<file path="config.mk">
export PLATFORM = sky130hd
export DESIGN_NAME = st_split_bus_regs
export DESIGN_NICKNAME = d
export VERILOG_FILES = /design/src/rtl/st_pkg.sv /design/src/rtl/st_range_check.sv /design/src/rtl/st_expiry_calc.sv /design/src/rtl/st_bus_clock.sv /design/src/rtl/st_split_bus_regs.sv
export SDC_FILE = /design/constraint.sdc
export NUM_CORES = 1
export LEC_CHECK = 0
export BUFFER_PORTS_ARGS = -buffer_cell sky130_fd_sc_hd__buf_2
export CORE_UTILIZATION = 36
export CTS_CLUSTER_DIAMETER = 80
export DETAILED_ROUTE_END_ITERATION = 8
export PLACE_DENSITY = 0.6
export SLEW_MARGIN = 10
export SYNTH_ARGS = -nofsm -noshare
export SYNTH_HDL_FRONTEND = slang
export SYNTH_HIERARCHICAL = 1
export SYNTH_SLANG_ARGS = --single-unit
</file>
<file path="constraint.sdc">
create_clock -name clk -period 16.2 [get_ports clk]
set_input_delay 1.62 -clock clk [delete_from_list [all_inputs] [get_ports clk]]
set_output_delay 1.62 -clock clk [all_outputs]
set_load 0.01 [all_outputs]
</file>
<file path="src/rtl/st_pkg.sv">
package st_pkg;

    typedef enum logic [1:0] {
        RSP_COMPLETE = 2'd0,
        RSP_TYPE_ERR = 2'd1,
        RSP_ADDR_ERR = 2'd2
    } rsp_code_e;

    typedef enum logic [1:0] {
        ST_IDLE = 2'd0,
        ST_READ = 2'd1,
        ST_RESP = 2'd2
    } fsm_e;

    // Quadlet indices of the slice; block reads walk them in rising order.
    localparam int unsigned IDX_SPLIT_HI = 0;
    localparam int unsigned IDX_SPLIT_LO = 1;
    localparam int unsigned IDX_CYCLE    = 2;
    localparam int unsigned IDX_BUS      = 3;
    localparam int unsigned IDX_BCAST    = 5;

    // Contiguous implemented run ends before this index; BCAST stands alone.
    localparam int unsigned IDX_RUN_END  = 4;

    localparam int unsigned HI_W         = 3;
    localparam int unsigned LO_W         = 13;
    localparam int unsigned LO_LSB       = 19;
    localparam int unsigned LO_RESET     = 800;
    localparam int unsigned BCAST_CHAN   = 31;

endpackage

</file>
<file path="src/rtl/st_range_check.sv">
module st_range_check #(
    parameter int unsigned IDX_W     = 10,
    parameter int unsigned CNT_W     = 10,
    parameter int unsigned RUN_END   = 4,
    parameter int unsigned SOLO_IDX  = 5
) (
    input  logic [IDX_W-1:0] start_idx,
    input  logic [CNT_W-1:0] count,
    output logic             ok
);
    localparam int unsigned SUM_W = ((IDX_W > CNT_W) ? IDX_W : CNT_W) + 1;

    logic [SUM_W-1:0] end_excl;
    logic             in_run;
    logic             solo;

    always_comb begin
        end_excl = SUM_W'(start_idx) + SUM_W'(count);
        in_run   = (end_excl <= SUM_W'(RUN_END));
        solo     = (start_idx == IDX_W'(SOLO_IDX)) && (count == CNT_W'(1));
        ok       = in_run || solo;
    end
endmodule

</file>
<file path="src/rtl/st_expiry_calc.sv">
module st_expiry_calc #(
    parameter int unsigned HI_W       = 3,
    parameter int unsigned LO_W       = 13,
    parameter int unsigned OUT_W      = 32,
    parameter int unsigned US_PER_SEC = 1000000,
    parameter int unsigned US_PER_TICK = 125,
    parameter int unsigned MIN_US     = 100000
) (
    input  logic [HI_W-1:0]  sec_field,
    input  logic [LO_W-1:0]  tick_field,
    output logic [OUT_W-1:0] expiry
);
    logic [OUT_W-1:0] raw_us;

    always_comb begin
        raw_us = OUT_W'(sec_field) * OUT_W'(US_PER_SEC)
               + OUT_W'(tick_field) * OUT_W'(US_PER_TICK);
        expiry = (raw_us < OUT_W'(MIN_US)) ? OUT_W'(MIN_US) : raw_us;
    end
endmodule

</file>
<file path="src/rtl/st_bus_clock.sv">
module st_bus_clock #(
    parameter int unsigned W         = 32,
    parameter int unsigned SEC_SHIFT = 25,
    parameter int unsigned BUS_LSB   = 7
) (
    input  logic         clk,
    input  logic         rst_n,
    input  logic         sample_en,
    input  logic [W-1:0] cyc_in,
    input  logic         wr_cyc_en,
    input  logic         wr_bus_en,
    input  logic [W-1:0] wdata,
    output logic [W-1:0] rd_cycle,
    output logic [W-1:0] rd_bus,
    output logic [W-1:0] bus_q
);
    localparam logic [W-1:0] BUS_STEP = W'(1) << BUS_LSB;
    localparam logic [W-1:0] BUS_MASK = ~(BUS_STEP - W'(1));

    logic [W-1:0] cyc_q;
    logic         wrapped;
    logic [W-1:0] bus_adv;

    always_comb begin
        wrapped  = (cyc_in < cyc_q);
        bus_adv  = bus_q + (wrapped ? BUS_STEP : '0);
        rd_cycle = cyc_in;
        rd_bus   = bus_adv | (cyc_in >> SEC_SHIFT);
    end

    always_ff @(posedge clk) begin
        if (!rst_n) begin
            cyc_q <= '0;
            bus_q <= '0;
        end else begin
            if (wr_cyc_en) begin
                cyc_q <= wdata;
            end else if (sample_en) begin
                cyc_q <= cyc_in;
            end
            if (wr_bus_en) begin
                bus_q <= wdata & BUS_MASK;
            end else if (sample_en) begin
                bus_q <= bus_adv;
            end
        end
    end
endmodule

</file>
<file path="src/rtl/st_split_bus_regs.sv">
module st_split_bus_regs
    import st_pkg::*;
#(
    parameter int unsigned ADDR_W        = 12,
    parameter int unsigned LEN_W         = 10,
    parameter int unsigned US_PER_SEC    = 1000000,
    parameter int unsigned US_PER_TICK   = 125,
    parameter int unsigned MIN_EXPIRY_US = 100000
) (
    input  logic              clk,
    input  logic              rst_n,
    input  logic              req_valid,
    input  logic              req_write,
    input  logic [ADDR_W-1:0] req_addr,
    input  logic [LEN_W-1:0]  req_len,
    input  logic [31:0]       req_wdata,
    input  logic [31:0]       cyc_count_in,
    output logic              req_ready,
    output logic              rd_valid,
    output logic [31:0]       rd_data,
    output logic              rsp_valid,
    output logic [1:0]        rsp_code,
    output logic [31:0]       expiry_us
);
    localparam int unsigned IDX_W = ADDR_W - 2;

    fsm_e              state_q, state_d;
    rsp_code_e         code_q, dec_code;
    logic [IDX_W-1:0]  beat_idx_q;
    logic [LEN_W-1:0]  beats_left_q;

    logic [IDX_W-1:0]  start_idx;
    logic [LEN_W-1:0]  nbeats;
    logic              misalign;
    logic              range_ok;
    logic              accept;
    logic              wr_go;
    logic              wr_hi, wr_lo, wr_cyc, wr_bus, wr_bc;
    logic              sample_en;
    logic              split_wr;

    logic [HI_W-1:0]   split_hi_q;
    logic [LO_W-1:0]   split_lo_q;
    logic              bc_valid_q;
    logic [31:0]       bcast_word;
    logic [31:0]       rd_cycle, rd_bus, bus_time_q;
    logic [31:0]       beat_word;

    // Request decode
    always_comb begin
        start_idx = req_addr[ADDR_W-1:2];
        nbeats    = req_len >> 2;
        misalign  = (req_addr[1:0] != 2'b00) || (req_len[1:0] != 2'b00)
                 || (req_len == '0);
    end

    st_range_check #(
        .IDX_W    (IDX_W),
        .CNT_W    (LEN_W),
        .RUN_END  (IDX_RUN_END),
        .SOLO_IDX (IDX_BCAST)
    ) range_i (
        .start_idx (start_idx),
        .count     (nbeats),
        .ok        (range_ok)
    );

    always_comb begin
        dec_code = RSP_COMPLETE;
        if (misalign) begin
            dec_code = RSP_TYPE_ERR;
        end else if (req_write && (nbeats != LEN_W'(1))) begin
            dec_code = RSP_TYPE_ERR;
        end else if (!range_ok) begin
            dec_code = RSP_ADDR_ERR;
        end
    end

    always_comb begin
        accept    = (state_q == ST_IDLE) && req_valid;
        wr_go     = accept && req_write && (dec_code == RSP_COMPLETE);
        wr_hi     = wr_go && (start_idx == IDX_W'(IDX_SPLIT_HI));
        wr_lo     = wr_go && (start_idx == IDX_W'(IDX_SPLIT_LO));
        wr_cyc    = wr_go && (start_idx == IDX_W'(IDX_CYCLE));
        wr_bus    = wr_go && (start_idx == IDX_W'(IDX_BUS));
        wr_bc     = wr_go && (start_idx == IDX_W'(IDX_BCAST));
        split_wr  = wr_hi || wr_lo;
        sample_en = (state_q == ST_READ)
                 && ((beat_idx_q == IDX_W'(IDX_CYCLE)) || (beat_idx_q == IDX_W'(IDX_BUS)));
    end

    // Stored fields: only writable bits are kept
    always_ff @(posedge clk) begin
        if (!rst_n) begin
            split_hi_q <= '0;
            split_lo_q <= LO_W'(LO_RESET);
            bc_valid_q <= 1'b0;
        end else begin
            if (wr_hi) split_hi_q <= req_wdata[HI_W-1:0];
            if (wr_lo) split_lo_q <= req_wdata[LO_LSB +: LO_W];
            if (wr_bc) bc_valid_q <= req_wdata[30];
        end
    end

    assign bcast_word = {1'b1, bc_valid_q, 24'd0, 6'(BCAST_CHAN)};

    st_expiry_calc #(
        .HI_W        (HI_W),
        .LO_W        (LO_W),
        .OUT_W       (32),
        .US_PER_SEC  (US_PER_SEC),
        .US_PER_TICK (US_PER_TICK),
        .MIN_US      (MIN_EXPIRY_US)
    ) expiry_i (
        .sec_field  (split_hi_q),
        .tick_field (split_lo_q),
        .expiry     (expiry_us)
    );

    st_bus_clock #(
        .W         (32),
        .SEC_SHIFT (25),
        .BUS_LSB   (7)
    ) clock_i (
        .clk       (clk),
        .rst_n     (rst_n),
        .sample_en (sample_en),
        .cyc_in    (cyc_count_in),
        .wr_cyc_en (wr_cyc),
        .wr_bus_en (wr_bus),
        .wdata     (req_wdata),
        .rd_cycle  (rd_cycle),
        .rd_bus    (rd_bus),
        .bus_q     (bus_time_q)
    );

    // Beat multiplexer
    always_comb begin
        beat_word = '0;
        if (beat_idx_q == IDX_W'(IDX_SPLIT_HI))      beat_word = 32'(split_hi_q);
        else if (beat_idx_q == IDX_W'(IDX_SPLIT_LO)) beat_word = {split_lo_q, 19'd0};
        else if (beat_idx_q == IDX_W'(IDX_CYCLE))    beat_word = rd_cycle;
        else if (beat_idx_q == IDX_W'(IDX_BUS))      beat_word = rd_bus;
        else if (beat_idx_q == IDX_W'(IDX_BCAST))    beat_word = bcast_word;
    end

    // Next-state logic
    always_comb begin
        state_d = state_q;
        unique case (state_q)
            ST_IDLE: if (req_valid) begin
                state_d = (!req_write && (dec_code == RSP_COMPLETE)) ? ST_READ : ST_RESP;
            end
            ST_READ: if (beats_left_q == LEN_W'(1)) state_d = ST_RESP;
            ST_RESP: state_d = ST_IDLE;
            default: state_d = ST_IDLE;
        endcase
    end

    // State register and burst control
    always_ff @(posedge clk) begin
        if (!rst_n) begin
            state_q      <= ST_IDLE;
            code_q       <= RSP_COMPLETE;
            beat_idx_q   <= '0;
            beats_left_q <= '0;
        end else begin
            state_q <= state_d;
            if (accept) begin
                code_q       <= dec_code;
                beat_idx_q   <= start_idx;
                beats_left_q <= nbeats;
            end else if (state_q == ST_READ) begin
                beat_idx_q   <= beat_idx_q + IDX_W'(1);
                beats_left_q <= beats_left_q - LEN_W'(1);
            end
        end
    end

    // Outputs
    always_comb begin
        req_ready = (state_q == ST_IDLE);
        rd_valid  = (state_q == ST_READ);
        rsp_valid = (state_q == ST_RESP);
        rsp_code  = code_q;
        rd_data   = (state_q == ST_READ) ? beat_word : '0;
    end
endmodule

</file>
Word-level counts from Yosys, hierarchy flattened

Cells that the tools add are included.

Output and inout bits: 69
Register bits after elaboration: 105
Input bits: 90

Mux-type cells: 23
Equality and inequality tests: 15
Bitwise gates (word level): 2
Add/subtract/negate cells: 5
Order comparisons: 3
Reductions and logical operators: 30
Multiply operators: 2

Operators with widths:

| kind                  | number |
|---|---|
| $mux 32               | 11 |
| $eq 10x2->1 const B   | 4 |
| $add 32x32->32        | 1 |
| $lt 32x17->1 const B  | 1 |
| $lt 32x32->1          | 1 |
| $or 32x7->32          | 1 |
| $eq 10x1->1 const B   | 3 |
| $logic_not 10->1      | 3 |
| $add 23x20->24        | 1 |
| $mux 8                | 3 |
| $eq 10x3->1 const B   | 2 |
| $mul 13x7->20 const B | 1 |
| $mux 10               | 2 |
| $mul 3x14->17 const B | 1 |
| $logic_and 1x1->1     | 12 |
| $mux 2                | 6 |
| $add 10x8->11         | 1 |
| $le 11x3->1 const B   | 1 |
| $add 10x1->10 const B | 1 |
| $reduce_bool 2->1     | 5 |
| $sub 10x1->10 const B | 1 |
| $eq 8x1->1 const B    | 1 |
| $ne 8x1->1 const B    | 1 |
| $logic_not 2->1       | 2 |
| 10 further kinds      | 14 |

Depth between registers and ports, before layout

Gate-level depths: netlist of run 1.

Depth in word-level cells: 11
Depth in mapped cells: 19

Modules after synthesis

Netlist of run 1, hierarchy kept.

By module, submodules not included:

| module            | area an instance (µm²) | times used | sequential area each (µm²) | cells an instance |
|---|---|---|---|---|
| st_bus_clock      | 4,325.4                | 1          | 1,141.1                    | 547 |
| st_expiry_calc    | 3,540.9                | 1          | 0.0                        | 426 |
| st_split_bus_regs | 3,100.5                | 1          | 820.8                      | 428 |
| st_range_check    | 491.7                  | 1          | 0.0                        | 63 |

Worst setup path before layout of run 1

OpenSTA, ideal clock, no wires.

Path type: flip-flop to output port
Start: register split_lo_q[10]
End: output expiry_us[11]
Data required time: 14.580 ns
Path buffers: 2
Slack: 9.786 ns
Cell stages (with the launch flop): 20
Arrival: 4.794 ns
Path through: dfxtp_1 inv_1 fa_1 inv_1 fa_1 inv_1 fa_1 inv_1 fa_1 ha_1 buf_6 a21o_1 a21o_1 a221oi_2 o31ai_2 xor2_2 nor4_4 o211ai_2 buf_6 and2_4

Word-level cells in the longest chain between the ends: 4

Ends and longest elaborated chain:

| element                  | RTL line                 | text |
|---|---|---|
| start: declaration       | st_split_bus_regs.sv:43  | `logic [LO_W-1:0] split_lo_q;` |
| start signal: assignment | st_split_bus_regs.sv:96  | `split_lo_q <= LO_W'(LO_RESET);` |
| start signal: assignment | st_split_bus_regs.sv:100 | `if (wr_lo) split_lo_q <= req_wdata[LO_LSB +: LO_W];` |
| $mul 13x7->20 *          | st_expiry_calc.sv:17     | `+ OUT_W'(tick_field) * OUT_W'(US_PER_TICK);` |
| $add 23x20->24 *         | st_expiry_calc.sv:17     |  |
| $lt 32x17->1             | st_expiry_calc.sv:18     | `expiry = (raw_us < OUT_W'(MIN_US)) ? OUT_W'(MIN_US) : raw_us;` |
| $mux 32 *                | st_expiry_calc.sv:18     |  |
| end: declaration         | st_split_bus_regs.sv:23  | `output logic [31:0] expiry_us` |

Mark *: on every way between the ends. The rest lies on a longest branch, timed or not.

Final worst setup path of run 1

Start: input cyc_count_in[31]
End: output rd_data[30]

Word-level cells in the longest chain between the ends: 9

Ends and longest elaborated chain:

| element            | RTL line                 | text |
|---|---|---|
| start: declaration | st_split_bus_regs.sv:17  | `input logic [31:0] cyc_count_in,` |
| $lt 32x32->1       | st_bus_clock.sv:25       | `wrapped = (cyc_in < cyc_q);` |
| $mux 8             | st_bus_clock.sv:26       | `bus_adv = bus_q + (wrapped ? BUS_STEP : '0);` |
| $add 32x32->32     | st_bus_clock.sv:26       |  |
| $or 32x7->32       | st_bus_clock.sv:28       | `rd_bus = bus_adv \| (cyc_in >> SEC_SHIFT);` |
| via rd_bus[30]     | st_split_bus_regs.sv:46  | `logic [31:0] rd_cycle, rd_bus, bus_time_q;` |
| $mux 32            | st_split_bus_regs.sv:143 | `else if (beat_idx_q == IDX_W'(IDX_BUS)) beat_word = rd_bus;` |
| $mux 32            | st_split_bus_regs.sv:142 | `else if (beat_idx_q == IDX_W'(IDX_CYCLE)) beat_word = rd_cycle;` |
| $mux 32            | st_split_bus_regs.sv:141 | `else if (beat_idx_q == IDX_W'(IDX_SPLIT_LO)) beat_word = {split_lo_q, 19'd0};` |
| $mux 32            | st_split_bus_regs.sv:140 | `if (beat_idx_q == IDX_W'(IDX_SPLIT_HI)) beat_word = 32'(split_hi_q);` |
| $mux 32            | st_split_bus_regs.sv:186 | `rd_data = (state_q == ST_READ) ? beat_word : '0;` |
| end: declaration   | st_split_bus_regs.sv:20  | `output logic [31:0] rd_data,` |

The timed path passes the listed nets, and every way through them passes these cells.

==> results of run 1 <==
-- sequential cells by signal, indices dropped and copies added, names as in the netlist --
signal / cells
split_hi_q: 3
state_q: 2
split_lo_q: 13
bc_valid_q: 1
beats_left_q: 10
clock_i/cyc_q: 32
rsp_code: 2
clock_i/bus_q: 25
beat_idx_q: 10
-- cell type report --
cell class | instances | area share
clock buffer | 10 | 0.0191
inverter | 171 | 0.0514
timing repair buffer | 162 | 0.0673
clock inverter | 6 | 0.00751
multi-input combinational | 1081 | 0.658
sequential | 98 | 0.157
tap | 396 | 0.0397
-- metal layers --
layer,wire length (microns),up-vias,global-route usage,part of all wire
met5,11,-,0,0.00035
met4,461,2,0.0434,0.014
met3,1740,28,0.0290,0.055
met2,14400,283,0.317,0.45
met1,15200,4883,0.277,0.48
li1,-,5100,-,-
-- through the flow --
step | std cells | utilization | power, mW | setup WS, ns
global placement | 1908 | 0.393 | 0.351 | 8.94
finish | 1924 | 0.404 | 0.594 | 8.72
detailed placement | 1908 | 0.393 | 0.351 | 8.88
floorplan | 1466 | - | 0.319 | 9.79
CTS | 1924 | 0.404 | 0.599 | 8.74
global route | 1924 | 0.404 | 0.621 | 8.30
-- final timing paths --
kind / startpoint / to / slack, ns / depth (start not counted)
worst min-delay path: bc_valid_q / bc_valid_q / 0.47 / 2
worst min register to register: bc_valid_q / bc_valid_q / 0.47 / 2
worst max register to register: beat_idx_q[0] / clock_i/bus_q[16] / 11.85 / 11
worst max-delay path: cyc_count_in[31] / rd_data[30] / 8.72 / 17
-- critical path, delay by kind of cell --
| family | cells | cell delay (ns) |
|---|---|---|
| and+or+nand+nor | 5 | 1.19 |
| muxes | 1 | 0.17 |
| AOI/OAI and AO/OA | 6 | 1.72 |
| adders and majority gates | 2 | 0.58 |
| xor gates and xnor gates | 1 | 0.16 |
| buffers and inverters | 2 | 0.42 |
-- cell usage in the layout, fill, tap and decap left out, types with 19 or more instances in the layout --
cell     count
inv_1      171
nand2_1    152
buf_2      150
ha_1       108
dfxtp_1     98
o21ai_0     96
a21oi_1     94
nor2_1      65
fa_1        58
mux2i_1     53
nand3_1     49
and2_1      39
xor2_1      35
nand4_1     27
xnor2_1     23
nor3_1      19
-- power breakdown --
group	total (mW)	switching, mW	internal (mW)	leakage [nW]
logic	0.0987	0.0626	0.0361	4.40
registers	0.248	0.00427	0.244	0.793
clock network	0.247	0.105	0.142	0.165
==> results.cfg, run 1 <==
[global_routing]
grt_max_degree = 65
antenna_found_initial = 1
grt_pass1_wl_mm = 51.8
grt_pass1_vias = 9733
grt_use_total = 0.197
grt.overflow.total = 0

[clocking]
cts_setup_buffers = 0
hold_buffers = 0
cts_tree = done
clock_latency_ns = 0.36
cts-root-buf = clkbuf_16
cts_made_buffers = 9
clk_path_buf_depth = 2
clk_pin_slew_worst_paths_ns = 0.07
clock_sinks = 98
cts_resized = 0
cts_max_level = 3

[final_layout]
n_antenna_cell = 0
seqCellArea_sq_um = 1960
drive_gt1_frac = 0.149
finish.instance_area_sq_um = 12500
area_growth_pct = 9.59
nets = 1779
multi_input_area_sq_um = 8220
fillers = 3268

[hold_path]
min_path_type = reg -> reg

[power]
p_leak_nw = 5.36
ir_drop_mv = 0.0374
p_per_area_nw_per_um2 = 47.5

[setup_path]
cp.required_ns = 14.58
cp-end-kind = output port
crit_slowest_cell = a2111oi_0
cp_max_fo = 9
max_stage_delay_ns = 0.90
critPathKind = in -> out
cp.arrival_ns = 5.86
critical_path.cell_chain = buf_2 > ha_1 > a21oi_1 > o211ai_1 > a31oi_1 > nand4_1 > a32oi_1 > ha_1 > nand3_2 > nor4_4 > and2_2 > nand2_1 > xnor2_1 > mux2_2 > a21oi_1 > a2111oi_0 > buf_2
setup.worst_path.start_class = primary input

[timing]
setup_viol = 0
skew_ns = 0.0120
slew_viol_final = 0
rsz0062_at_grt = false
timing.hold.ws_ns = 0.471
hold_violations = 0
slew_headroom = 0.280
period_share = 0.462
min_period_ns = 7.48
fmax_mhz = 134
tns_ns = 0
tightest_slew_ns = 1.05

[detailed_routing]
drt_iter0_drc = 785
drt-total-wl_mm = 31.8
post-route-drc-count = 10
route.vias.total = 10300
firstDrtPassIters = 7
ant_nets = 0
routedWlPerCell_microns = 16.5
viasPerCell = 5.35

[floorplanning]
die-area_sq_um = 32400
fp.dieW_microns = 180
coreArea_sq_um = 30900
initial_core_util = 0.369
core.rowCount = 64
die_y_microns = 180
io_pins = 159

[synth]
synth_area_sq_um = 11400
avgSynthCellArea_sq_um = 7.83
synthCells = 1456
yosys_warnings = 6

[outcome]
failed_checks = design-rule violations
status = finished with violations

[placement]
gp_congestion = 0.894
io_buffer_count = 150
dpl.hpwl_mm = 25.2
place_area_sq_um = 12200

[job]
maxCapViolCount = 0
Note: power is estimated with default switching activity, not from simulation.
==> run 2: changes to the inputs <==
- clock period: 16.2 -> 6.9 ns (I/O delays scaled with it)
==> run 2 against run 1 <==
Effect of this change: the flow still finishes with violations (design-rule violations); non-clock buffer count increased by 2; clock skew decreased by 0.0014 ns; sequential cell count unchanged; critical path depth increased by 1; first-iteration DRC count decreased by 3.2%; clock power increased by 110%; power increased by 130%; routed wire length decreased by 1.5%; hold slack improved by 0.013 ns; cell count about the same; sequential power increased by 130%; critical path type is now reg -> out.
==> results.cfg, run 2 (same netlist as run 1, synthesis figures left out) <==
[placement]
gp_congestion = 0.878
io_buffer_count = 150
dpl.hpwl_mm = 24.6

[clocking]
clock_sinks = 98
cts_tree = done
clk_pin_slew_worst_paths_ns = 0.07
hold_buffers = 0
cts_resized = 0
cts_made_buffers = 9
clk_path_buf_depth = 2
cts_max_level = 3
cts-root-buf = clkbuf_16
cts_setup_buffers = 0
clock_latency_ns = 0.35

[timing]
slew_headroom = 0.196
timing.hold.ws_ns = 0.484
tightest_slew_ns = 1.20
slew_viol_final = 0
period_share = 0.930
rsz0062_at_grt = false
skew_ns = 0.0106
hold_violations = 0
setup_viol = 0
min_period_ns = 6.42
tns_ns = 0
fmax_mhz = 156

[outcome]
failed_checks = design-rule violations
status = finished with violations

[power]
pwr-share-comb = 0.172
switchingPower_mw = 0.392
p_sw_frac = 0.292
internal_power_mw = 0.948
seqPwrFrac = 0.434
p_leak_nw = 5.35
p_per_area_nw_per_um2 = 107
clkPwrFrac = 0.393
ir_drop_mv = 0.122

[setup_path]
cp-end-kind = output port
max_stage_delay_ns = 0.52
r2r_setup_slack_ns = 3.30
setup.worst_path.start_class = flop
crit_slowest_cell = fa_1
critical_path.cell_chain = inv_1 > fa_1 > fa_1 > inv_1 > fa_1 > inv_1 > fa_1 > inv_1 > ha_1 > nand2_1 > nor2_1 > a211oi_2 > o21ai_1 > xnor2_1 > or3b_1 > o211ai_2 > nor3b_1 > buf_2
cp_max_fo = 15
timing.rr.end = clock_i/bus_q[28]
cp.arrival_ns = 5.73
rr_startpoint = beat_idx_q[0]
ff2ff_path_depth = 9
cp.required_ns = 6.21
critPathKind = reg -> out

[global_routing]
grt_pass1_vias = 9563
grt_use_total = 0.190
gr-max-usage-layer = met2
gr-usage-met1 = 0.270
grt_max_degree = 65
use_met2 = 0.300
grtUsageMet3 = 0.0290
grt.overflow.total = 0
grt_pass1_wl_mm = 49.9
antenna_found_initial = 1

[final_layout]
largest_register_ff_count = 32
max_flop_register = clock_i/cyc_q
nets = 1781
area_growth_pct = 9.38
drive_gt1_frac = 0.148
final_common_cell = inv_1
n_antenna_cell = 0
final_cell_mix = inv_1, nand2_1, buf_2
top_regs = clock_i/cyc_q x32, clock_i/bus_q x25, split_lo_q x13

[hold_path]
min_path_type = reg -> reg
worstHoldStart = bc_valid_q
holdPathEnd = bc_valid_q
whs_path_depth = 2

[floorplanning]
coreArea_sq_um = 30900
die-area_sq_um = 32400
die_y_microns = 180
initial_core_util = 0.369
io_pins = 159
fp.dieW_microns = 180
core.rowCount = 64

[detailed_routing]
drt_iter0_drc = 760
post-route-drc-count = 9
routedWlPerCell_microns = 16.3
drt-total-wl_mm = 31.3
viasPerCell = 5.37
route.vias.total = 10300
ant_nets = 0
firstDrtPassIters = 9

[job]
maxCapViolCount = 0
[run 2: worst max path at each step]
stage / start / end / slack [ns] / cells past startpoint
after floorplan: split_lo_q[10] / expiry_us[11] / 1.42 / 19
after global placement: split_lo_q[2] / expiry_us[14] / 0.94 / 18
after detailed placement: split_lo_q[4] / expiry_us[14] / 0.82 / 18
after CTS: split_lo_q[4] / expiry_us[14] / 0.43 / 18
after global routing: split_lo_q[4] / expiry_us[14] / 0.07 / 18
final: split_lo_q[3] / expiry_us[14] / 0.48 / 18
[run 2: layout make-up]
cell class / count / area (sq um)
clock inverters: 4 / 51.3
clock buffers: 11 / 243
well taps: 396 / 495
multi-input cells: 1081 / 8220
fillers: 3199 / 18400
flip-flops and latches: 98 / 1960
repair buffers: 164 / 856
inverters: 171 / 642
[run 2: metrics by stage]
stage | power, mW | area (sq um) | instances | setup slack, ns | utilization
2_1_floorplan | 0.749 | 11400 | 1466 | 1.42 | -
3_3_place_gp | 0.820 | 12200 | 1910 | 0.937 | 0.394
3_5_place_dp | 0.823 | 12200 | 1910 | 0.816 | 0.394
4_1_cts | 1.35 | 12500 | 1925 | 0.427 | 0.403
5_1_grt | 1.40 | 12500 | 1925 | 0.0679 | 0.403
6_report | 1.34 | 12500 | 1925 | 0.484 | 0.403
[run 2: power groups by stage]
stage	clock [mW]	combinational, mW	sequential, mW
floorplan	0	0.158	0.591
global placement	0	0.225	0.595
detailed placement	0	0.228	0.595
CTS	0.539	0.229	0.582
global route	0.561	0.254	0.583
finish	0.527	0.230	0.582
[run 2: critical path: cells and delay by family, from the launching register on]
family,cells,cell delay [ns]
AOI/OAI and AO/OA,3,0.96
and+or+nand+nor,4,0.89
adders and majority gates,5,2.43
DFF,1,0.46
buffers and inverters,5,0.46
xor gates and xnor gates,1,0.17
[run 2: per-layer routing]
metal | routed length (microns) | vias up
met5 | 9 | -
met4 | 456 | 2
met3 | 1580 | 23
met2 | 13900 | 279
met1 | 15400 | 4922
li1 | - | 5116
==> run 3: changes to the inputs <==
- CTS_BUF_LIST: unset -> sky130_fd_sc_hd__clkbuf_8
==> run 3 against run 2 <==
Effect of this change: the flow still finishes with violations (design-rule violations); cell count did not move; clock power down 24%; power shrank 9.5%; sequential share of layout area up 0.13 points; critical path type unchanged; largest cell class unchanged; highest routed layer unchanged.
==> results.cfg, run 3 (same netlist as run 1, synthesis figures left out) <==
[job]
maxCapViolCount = 0

[setup_path]
startpoint = split_lo_q[3]
ff2ff_path_depth = 7
cp-end-kind = output port
crit_slowest_cell = fa_1
cp_max_fo = 15
critical_path.cell_chain = inv_1 > fa_1 > fa_1 > inv_1 > fa_1 > inv_1 > fa_1 > inv_1 > ha_1 > nand2_1 > nor2_1 > a211oi_2 > o21ai_1 > xnor2_1 > or3b_1 > o211ai_2 > nor3b_1 > buf_2
max_stage_delay_ns = 0.52
endpoint = expiry_us[14]
r2r_setup_slack_ns = 3.29
cp.arrival_ns = 5.77
setup.worst_path.start_class = flop
rr_startpoint = beat_idx_q[3]
critPathKind = reg -> out
timing.rr.end = clock_i/bus_q[28]
cp.required_ns = 6.21
path_depth = 18
cp_top_family = adder cells
path_buf_inv = 5

[timing]
slew_viol_final = 0
fmax_mhz = 155
skew_ns = 0.0140
slew_headroom = 0.191
tightest_slew_ns = 1.21
timing.hold.ws_ns = 0.489
tns_ns = 0
setup_viol = 0
min_period_ns = 6.46
period_share = 0.937
hold_violations = 0
rsz0062_at_grt = false

[floorplanning]
die-area_sq_um = 32400
die_y_microns = 180
coreArea_sq_um = 30900
io_pins = 159
fp.dieW_microns = 180
core.rowCount = 64
initial_core_util = 0.369

[final_layout]
final_core_util = 0.400
fillers = 3208
largest_register_ff_count = 32
drive_gt1_frac = 0.148
final_common_cell = inv_1
final_cells = 1925
nets = 1781
finish.instance_area_sq_um = 12400
n_antenna_cell = 0
top_regs = clock_i/cyc_q x32, clock_i/bus_q x25, split_lo_q x13
final_cell_mix = inv_1, nand2_1, buf_2
max_flop_register = clock_i/cyc_q
area_growth_pct = 8.49

[placement]
place_area_sq_um = 12200
gp_congestion = 0.878
dpl.hpwl_mm = 24.6
io_buffer_count = 150
place_inst = 1910

[power]
p_per_area_nw_per_um2 = 98.0
p_leak_nw = 5.31
ir_drop_mv = 0.0685

[clocking]
hold_buffers = 0
cts_resized = 0
cts_made_buffers = 9
clock_sinks = 98
cts_max_level = 3
clk_pin_slew_worst_paths_ns = 0.10
cts_tree = done
cts_setup_buffers = 0
cts-root-buf = clkbuf_8
clock_latency_ns = 0.40
clk_path_buf_depth = 2

[detailed_routing]
drt-total-wl_mm = 31.2
firstDrtPassIters = 9
drt_iter0_drc = 765
viasPerCell = 5.34
ant_nets = 0
route.vias.total = 10300
routedWlPerCell_microns = 16.2
post-route-drc-count = 9

[outcome]
failed_checks = design-rule violations
status = finished with violations

[global_routing]
grt_pass1_wl_mm = 49.8
grt_max_degree = 65
grt_use_total = 0.190
grt_pass1_vias = 9561
antenna_found_initial = 1
grt.overflow.total = 0

[hold_path]
min_path_type = reg -> reg
## run 3: cell count changes in the layout (fill, tap and decap cells not counted)
cell	delta
clkbuf_16	-9
inv_1	+1
clkbuf_1	-1
clkbuf_8	+9
## run 3: worst min path at each step
stage	start	end	slack, ns	cells past startpoint
final	bc_valid_q	bc_valid_q	0.49	2
after global routing	bc_valid_q	bc_valid_q	0.50	2
after CTS	bc_valid_q	bc_valid_q	0.49	2
after detailed placement	rsp_code[1]	rsp_code[1]	0.48	2
after global placement	bc_valid_q	bc_valid_q	0.46	2
after floorplan	bc_valid_q	bc_valid_q	0.43	2
## run 3: routing by layer
metal  vias to the layer above  routed length (microns)  share of wire  track usage
li1                       5102                        -              -            -
met4                         2                      489          0.016       0.0462
met1                      4874                    15300           0.49        0.268
met2                       277                    13700           0.44        0.298
met3                        27                     1680          0.054       0.0314
met5                         -                        8        0.00026            0
## run 3: final cells by class
type | instances | area [sq um] | area share
Tap cell | 396 | 495 | 0.0401
Clock inverter | 5 | 55.1 | 0.00445
Multi-Input combinational cell | 1081 | 8220 | 0.665
Timing Repair Buffer | 164 | 856 | 0.0692
Clock buffer | 10 | 138 | 0.0111
Sequential cell | 98 | 1960 | 0.159
Inverter | 171 | 642 | 0.0519
## run 3: where the power goes
group          total, mW  internal (mW)  switching, mW  leakage [nW]
Sequential         0.582          0.572        0.00978         0.793
Clock              0.400          0.175          0.224        0.0999
Combinational      0.230         0.0851          0.145          4.41
## run 3: tightest hold or removal path, cell delays in order, from the launching register on
cell     delay (ns)
dfxtp_1        0.33
nand2_1        0.06
mux2i_1        0.05
## run 3: through the flow
stage	setup WS [ns]	power [mW]
5_1_grt	0.0164	1.27
4_1_cts	0.374	1.22
2_1_floorplan	1.42	0.749
3_5_place_dp	0.816	0.823
6_report	0.436	1.21
3_3_place_gp	0.937	0.820
